$ cat src/rtl/irq_arbiter.sv
module irq_arbiter #(
  parameter int N_SRC     = 8,
  parameter int LVL_W     = 5,
  parameter int NUM_W     = 7,
  parameter int ADDR_W    = 32,
  parameter int FIRST_NUM = 68,
  parameter int NMI_LEVEL = 15,
  parameter int NMI_NUM   = 15,
  parameter int TABLE_TOP = 'h3FC,
  parameter logic [ADDR_W-1:0] BASE_RESET = 'h000FFC00
) (
  input  logic                   clk,
  input  logic                   rst_n,
  input  logic [N_SRC-1:0]       req,
  input  logic [N_SRC*LVL_W-1:0] src_lvl,
  input  logic                   nmi_req,
  input  logic                   wr_en,
  input  logic                   wr_addr,
  input  logic [ADDR_W-1:0]      wr_data,
  output logic [LVL_W-1:0]       irq_level,
  output logic [NUM_W-1:0]       irq_num,
  output logic [ADDR_W-1:0]      vec_addr,
  output logic                   irq_valid,
  output logic                   dma_halt
);
  localparam int IDX_W = (N_SRC > 1) ? $clog2(N_SRC) : 1;
  localparam logic [LVL_W-1:0] LVL_OFF = '1;

  logic              win_ok;
  logic [LVL_W-1:0]  win_lvl;
  logic [IDX_W-1:0]  win_idx;
  logic [LVL_W-1:0]  nxt_lvl;
  logic [NUM_W-1:0]  nxt_num;
  logic              nxt_valid;
  logic [ADDR_W-1:0] tbr;

  always_comb begin
    win_ok  = 1'b0;
    win_lvl = LVL_OFF;
    win_idx = '0;
    for (int i = 0; i < N_SRC; i++) begin
      if (req[i] && src_lvl[i*LVL_W +: LVL_W] != LVL_OFF &&
          (!win_ok || src_lvl[i*LVL_W +: LVL_W] < win_lvl)) begin
        win_ok  = 1'b1;
        win_lvl = src_lvl[i*LVL_W +: LVL_W];
        win_idx = IDX_W'(i);
      end
    end
  end

  always_comb begin
    if (nmi_req) begin
      nxt_lvl   = LVL_W'(NMI_LEVEL);
      nxt_num   = NUM_W'(NMI_NUM);
      nxt_valid = 1'b1;
    end else if (win_ok) begin
      nxt_lvl   = win_lvl;
      nxt_num   = NUM_W'(FIRST_NUM) + NUM_W'(win_idx);
      nxt_valid = 1'b1;
    end else begin
      nxt_lvl   = LVL_OFF;
      nxt_num   = '0;
      nxt_valid = 1'b0;
    end
  end

  wire clr_halt = wr_en && wr_addr && !wr_data[0];

  always_ff @(posedge clk or negedge rst_n) begin
    if (!rst_n) begin
      tbr       <= BASE_RESET;
      dma_halt  <= 1'b0;
      irq_level <= LVL_OFF;
      irq_num   <= '0;
      irq_valid <= 1'b0;
      vec_addr  <= BASE_RESET + ADDR_W'(TABLE_TOP);
    end else begin
      if (wr_en && !wr_addr) tbr <= wr_data;
      if (nmi_req)           dma_halt <= 1'b1;
      else if (clr_halt)     dma_halt <= 1'b0;
      irq_level <= nxt_lvl;
      irq_num   <= nxt_num;
      irq_valid <= nxt_valid;
      vec_addr  <= tbr + ADDR_W'(TABLE_TOP) - (ADDR_W'(nxt_num) << 2);
    end
  end
endmodule

$ cat config.mk
export PLATFORM = sky130hd
export DESIGN_NAME = irq_arbiter
export DESIGN_NICKNAME = d
export VERILOG_FILES = /design/src/rtl/irq_arbiter.sv
export SDC_FILE = /design/constraint.sdc
export NUM_CORES = 1
export LEC_CHECK = 0
export BUFFER_PORTS_ARGS = -buffer_cell sky130_fd_sc_hd__buf_4
export CORE_UTILIZATION = 40
export DETAILED_ROUTE_END_ITERATION = 10
export HOLD_SLACK_MARGIN = 0.03
export PLACE_DENSITY = 0.74
export SYNTH_ARGS = -nofsm -noshare
export SYNTH_HDL_FRONTEND = slang
export SYNTH_SLANG_ARGS = --single-unit
$ cat constraint.sdc
create_clock -name clk -period 11.3 [get_ports clk]
set_input_delay 2.825 -clock clk [delete_from_list [all_inputs] [get_ports clk]]
set_output_delay 2.825 -clock clk [all_outputs]
set_load 0.01 [all_outputs]
-- After elaboration in Yosys (flattened, before gate mapping)
Index checks and enable logic that the tools add are counted.
W data, S select, Z words.
- logic and storage cells: 90
- register bits after elaboration: 78
- multiplexer cells: 31
- equality and inequality tests: 8
- reductions and logical operators: 35
- add/subtract/negate cells: 3
- order comparisons: 7
- operators by type and width (cell ; number):
    $mux W5 ; 10
    $ne A5 B5 Y1 const B ; 8
    $lt A5 B5 Y1 ; 7
    $add A32 B10 Y32 const B ; 1
    $sub A32 B9 Y32 ; 1
    $logic_and A1 B1 Y1 ; 18
    $mux W3 ; 6
    $mux W7 ; 2
    $mux W1 ; 13
    $logic_not A1 Y1 ; 9
    $add A7 B3 Y7 const A ; 1
    $logic_or A1 B1 Y1 ; 7
    $reduce_bool A2 Y1 ; 1

-- Longest topological paths before layout
- depth in word-level cells: 35
- gate-level depth with buffers: 76

-- Least setup slack after synthesis
Ideal clock, no wire load.
- path type: input to register
- start: input req[0]
- end: register vec_addr[31]
- arrival: 16887 ps
- path slack: -5717 ps
- library setup time: 131 ps
- stages: 73
- cell sequence: inv_1 -> nor2_1 -> ha_1 -> and2_1 -> a221o_1 -> a21bo_1 -> a21oi_1 -> mux2i_1 -> inv_1 -> ha_1 -> a311o_1 -> a31oi_2 -> nand2_1 -> a21oi_1 -> mux2i_1 -> ha_1 -> a21boi_4 -> o22ai_2 -> [37 not listed] -> inv_1 -> ha_1 -> o21a_1 -> o21ai_0 -> a21boi_0 -> o21a_1 -> o21ai_0 -> a21oi_1 -> o21ai_0 -> a21oi_1 -> o31ai_1 -> o21ai_0 -> o41ai_1 -> o21ai_0 -> nor4_1 -> nor4_1 -> a311oi_1 -> xnor2_1
- cells in the longest elaborated chain, start to end: 34
- elaborated cells on any way between the ends: 55
- classes of those cells: add/sub: 2; order compare: 7; mux: 24; reduce/logical: 22
- ends and longest elaborated chain (element ; RTL line ; source):
    from (decl) ; 14 ; input logic [N_SRC-1:0] req,
    $logic_and A1 B1 Y1 (*) ; 42 ; if (req[i] && src_lvl[i*LVL_W +: LVL_W] != LVL_OFF &&
    $mux W5 / $mux W1 (equally long branches) ; 42 ;
    $lt A5 B5 Y1 / $logic_not A1 Y1 (equally long branches) ; 43 ; (!win_ok || src_lvl[i*LVL_W +: LVL_W] < win_lvl)) begin
    $logic_or A1 B1 Y1 ; 43 ;
    $logic_and A1 B1 Y1 ; 42 ;
    $mux W5 / $mux W1 (equally long branches) ; 42 ;
    $lt A5 B5 Y1 / $logic_not A1 Y1 (equally long branches) ; 43 ;
    $logic_or A1 B1 Y1 ; 43 ;
    [19 not listed] ; n/a ;
    $logic_or A1 B1 Y1 ; 43 ;
    $logic_and A1 B1 Y1 ; 42 ;
    $mux W3 ; 42 ;
    $add A7 B3 Y7 ; 58 ; nxt_num = NUM_W'(FIRST_NUM) + NUM_W'(win_idx);
    $mux W7 (*) ; 56 ; end else if (win_ok) begin
    $mux W7 (*) ; 52 ; if (nmi_req) begin
    named net nxt_num[1] ; 33 ; logic [NUM_W-1:0] nxt_num;
    $sub A32 B9 Y32 (*) ; 84 ; vec_addr <= tbr + ADDR_W'(TABLE_TOP) - (ADDR_W'(nxt_num) << 2);
    to (signal assigned) ; 76 ; vec_addr <= BASE_RESET + ADDR_W'(TABLE_TOP);
    to (signal assigned) ; 84 ;
    to (decl) ; 22 ; output logic [ADDR_W-1:0] vec_addr,
Mark *: on every way through the listed nets, which the timed path passes. The rest lies on a longest branch.
A chain may end at the register's enable or synchronous reset.

-- Final worst setup path
Same ends and word-level chain as after synthesis.

==> results.ini <==
[outcome]
status = complete, but fails checks
failed_checks = negative setup slack

[routing]
routed-via-count = 6167
drc = 0
vias_per_cell = 5.38
routedWlPerCell_um = 16.3
finalWirelength_um = 18700
drt-initial-drc-count = 412
drt_first_pass_iters = 5
postRouteAntennaNets = 0

[synth]
yosys.area.top_type_share = 0.191
syn_inst = 638
ys_seq_elements = 76
synth_flop_cell = dfrtp_1
synth_top_family_by_area = compound AO/OA/AOI/OAI gates
synth_edf_count = 0
synth.avg_cell_area_um2 = 8.82
synth.area.top_cells = dfrtp_1 19%, dfstp_2 15%, ha_1 12%
synth.largest_area_cell = dfrtp_1
synthMuxAreaShare = 0.0207
synth_cell_type_count = 67
synthArstFlopShare = 1.00
synthAdderAreaFrac = 0.122
synthSimpleGateAreaFrac = 0.169
synth_warnings = 0
yosys.area_share.xor_xnor = 0.0405
synth-compound-area-share = 0.246
yosysSeqAreaShare = 0.345
synth.cell_area_mm2 = 0.00563

[floorplanning]
design.portCount = 131
core_area_mm2 = 0.0135
start_util = 0.417
die_h_um = 121
die_x_um = 121
dieArea_mm2 = 0.0145
rows = 42

[clock_tree]
clk_path_buf_depth = 2
cts_root_buf = clkbuf_16
clk_pin_slew_worst_paths_ps = 60
clkLatencyLatePin_ps = 340
cts_tree = done
cts_hold_buf = 0
cts_htree_levels = 3
cts_buffers = 9
cts.sinks = 76

[cells_and_area]
finalNetCount = 1104
fin_area_mm2 = 0.00940
num_antenna_cells = 0
syn2layout_area_growth_pct = 66.9
drive_gt1_frac = 0.536
layout_commonest_cell = buf_4
final_cell_mix = 310 x buf_4, 63 x inv_1, 59 x nand2_1

[sta]
finalCritPeriodShare = 1.39
rsz0062_at_grt = true
min_period_ps = 15670
final-hold-violation-count = 0
fmax_mhz = 63.8
finalSetupTns_ps = -109960
timing.final.max_slew_violations = 0
setup_ws_ps = -4370
finalSetupViolations = 39
skew_ps = 7.58
maxSlewHeadroom = 0.305
worst_slew_pin_slew_ps = 1040

[critical_path]
cp_common_cell = a21o_1
cp.required_ps = 11510
cp.arrival_ps = 15880
path_class = in -> reg
r2r-start = tbr[3]$_DFFE_PN0P_
cp_slowest_stage_delay_ps = 600
path_max_fanout = 8
r2r_slack_ps = 7480
slowest_stage = or4_4
reg2reg_depth = 20
critPathLaunchType = input port
timing.rr.end = vec_addr[31]$_DFF_PN0_
endpoint_kind = flop

[power_and_ir_drop]
p_leak_nw = 4.43
max-vdd-ir-drop_mv = 0.102
total_power_mw = 1.83
powerDensity_mw_per_mm2 = 194

[hold_path]
worstHoldPathType = reg -> reg
hold_depth = 0
hp-start = tbr[0]$_DFFE_PN0P_
holdPathEnd = vec_addr[0]$_DFF_PN0_

[placed_design]
place_area_mm2 = 0.00817
routabilityCongestion = 0.900
hpwl_um = 12400
io_buffers = 128

[global_route]
grt-ovfl-total = 0
grt_use_total = 0.254
grt_pass1_wl_um = 29200
grt_max_degree = 77
grt_pass1_vias = 6238
antenna_found_initial = 1

[run]
cap_violations = 0

## routing by layer
layer  GRT usage  share of wire
met5           0              0
met2       0.456           0.53
met4       0.117          0.036
met3      0.0406          0.050
met1       0.295           0.39
## sequential cells by signal, indices dropped and copies added (netlist names)
| name | count |
|---|---|
| vec_addr | 32 |
| tbr | 32 |
| irq_level | 5 |
| dma_halt | 1 |
| irq_num | 5 |
| irq_valid | 1 |
## synth_stat cells, types with 5 or more instances
| cell type | count |
|---|---|
| inv_1 | 71 |
| nor3_1 | 13 |
| a21o_1 | 14 |
| mux2i_1 | 6 |
| o21ai_0 | 55 |
| dfrtp_1 | 43 |
| a21oi_1 | 29 |
| or3_1 | 7 |
| a211oi_1 | 11 |
| mux2_2 | 5 |
| o21a_1 | 13 |
| xnor2_1 | 17 |
| nor2_1 | 37 |
| dfstp_2 | 33 |
| ha_1 | 54 |
| and3_1 | 7 |
| xor2_1 | 9 |
| clkbuf_1 | 6 |
| nor2b_1 | 10 |
| nand2_1 | 62 |
| or2_2 | 5 |
| nand3_1 | 14 |
| o211ai_1 | 9 |
| a31oi_1 | 8 |
| nand2b_1 | 8 |
| and2_1 | 8 |
| nand4_1 | 6 |
| a31oi_2 | 5 |
| o31ai_1 | 6 |
| a21boi_0 | 5 |
## per-stage QoR
step           worst slack (ps)  cells  hold WS, ps   util
3_3_place_gp              -4660   1086          359  0.605
4_1_cts                   -4510   1157          388  0.692
6_report                  -4370   1146          380  0.696
3_5_place_dp              -5090   1086          364  0.605
2_1_floorplan             -4350    639          350      -
5_1_grt                   -5090   1146          390  0.696
## repair_timing
item                                    in CTS  in global routing
pin swaps                                   65                 60
endpoints found under the setup margin      39                 39
endpoints found under the hold margin        0                  0
resized for setup                           90                 49
setup buffers                               59                 26
## cell families (layout without fill, tap and decap cells)
family          count (synthesis)  count (layout)
compound gates                197             197
simple gates                  192             192
buf+inv                        80             411
flops                          76              76
fa+ha+maj                      55              55
xor+xnor                       26              26
mux                            11              11
other cells                     1               2
## worst max-delay path: cells and delay by family
family | cells | cell delay (ps)
compound gates | 40 | 7100
simple gates | 15 | 2570
fa+ha+maj | 9 | 2100
buf+inv | 8 | 600
mux | 2 | 570
xor+xnor | 1 | 110
## worst max path at each step
stage / start / endpoint / slack [ps]
global placement: req[0] / vec_addr[31]$_DFF_PN0_ / -4660
floorplan: req[0] / vec_addr[31]$_DFF_PN0_ / -4350
finish: req[0] / vec_addr[31]$_DFF_PN0_ / -4370
detailed placement: req[0] / vec_addr[31]$_DFF_PN0_ / -5090
CTS: req[0] / vec_addr[31]$_DFF_PN0_ / -4510
global route: src_lvl[4] / vec_addr[31]$_DFF_PN0_ / -5090
## final cells by class
cell class	instances	area, um^2
tap	176	220
fill	999	4110
timing repair buffer	324	2490
clock inverter	6	136
sequential	76	1940
inverter	71	279
multi-input combinational	483	4090
clock buffer	10	229
## power by group
group	internal [mW]	switching [mW]	leakage [nW]
Combinational	0.558	0.499	3.41
Sequential	0.384	0.0338	0.848
Clock	0.238	0.113	0.173
Note: power is estimated with default switching activity, not from simulation.
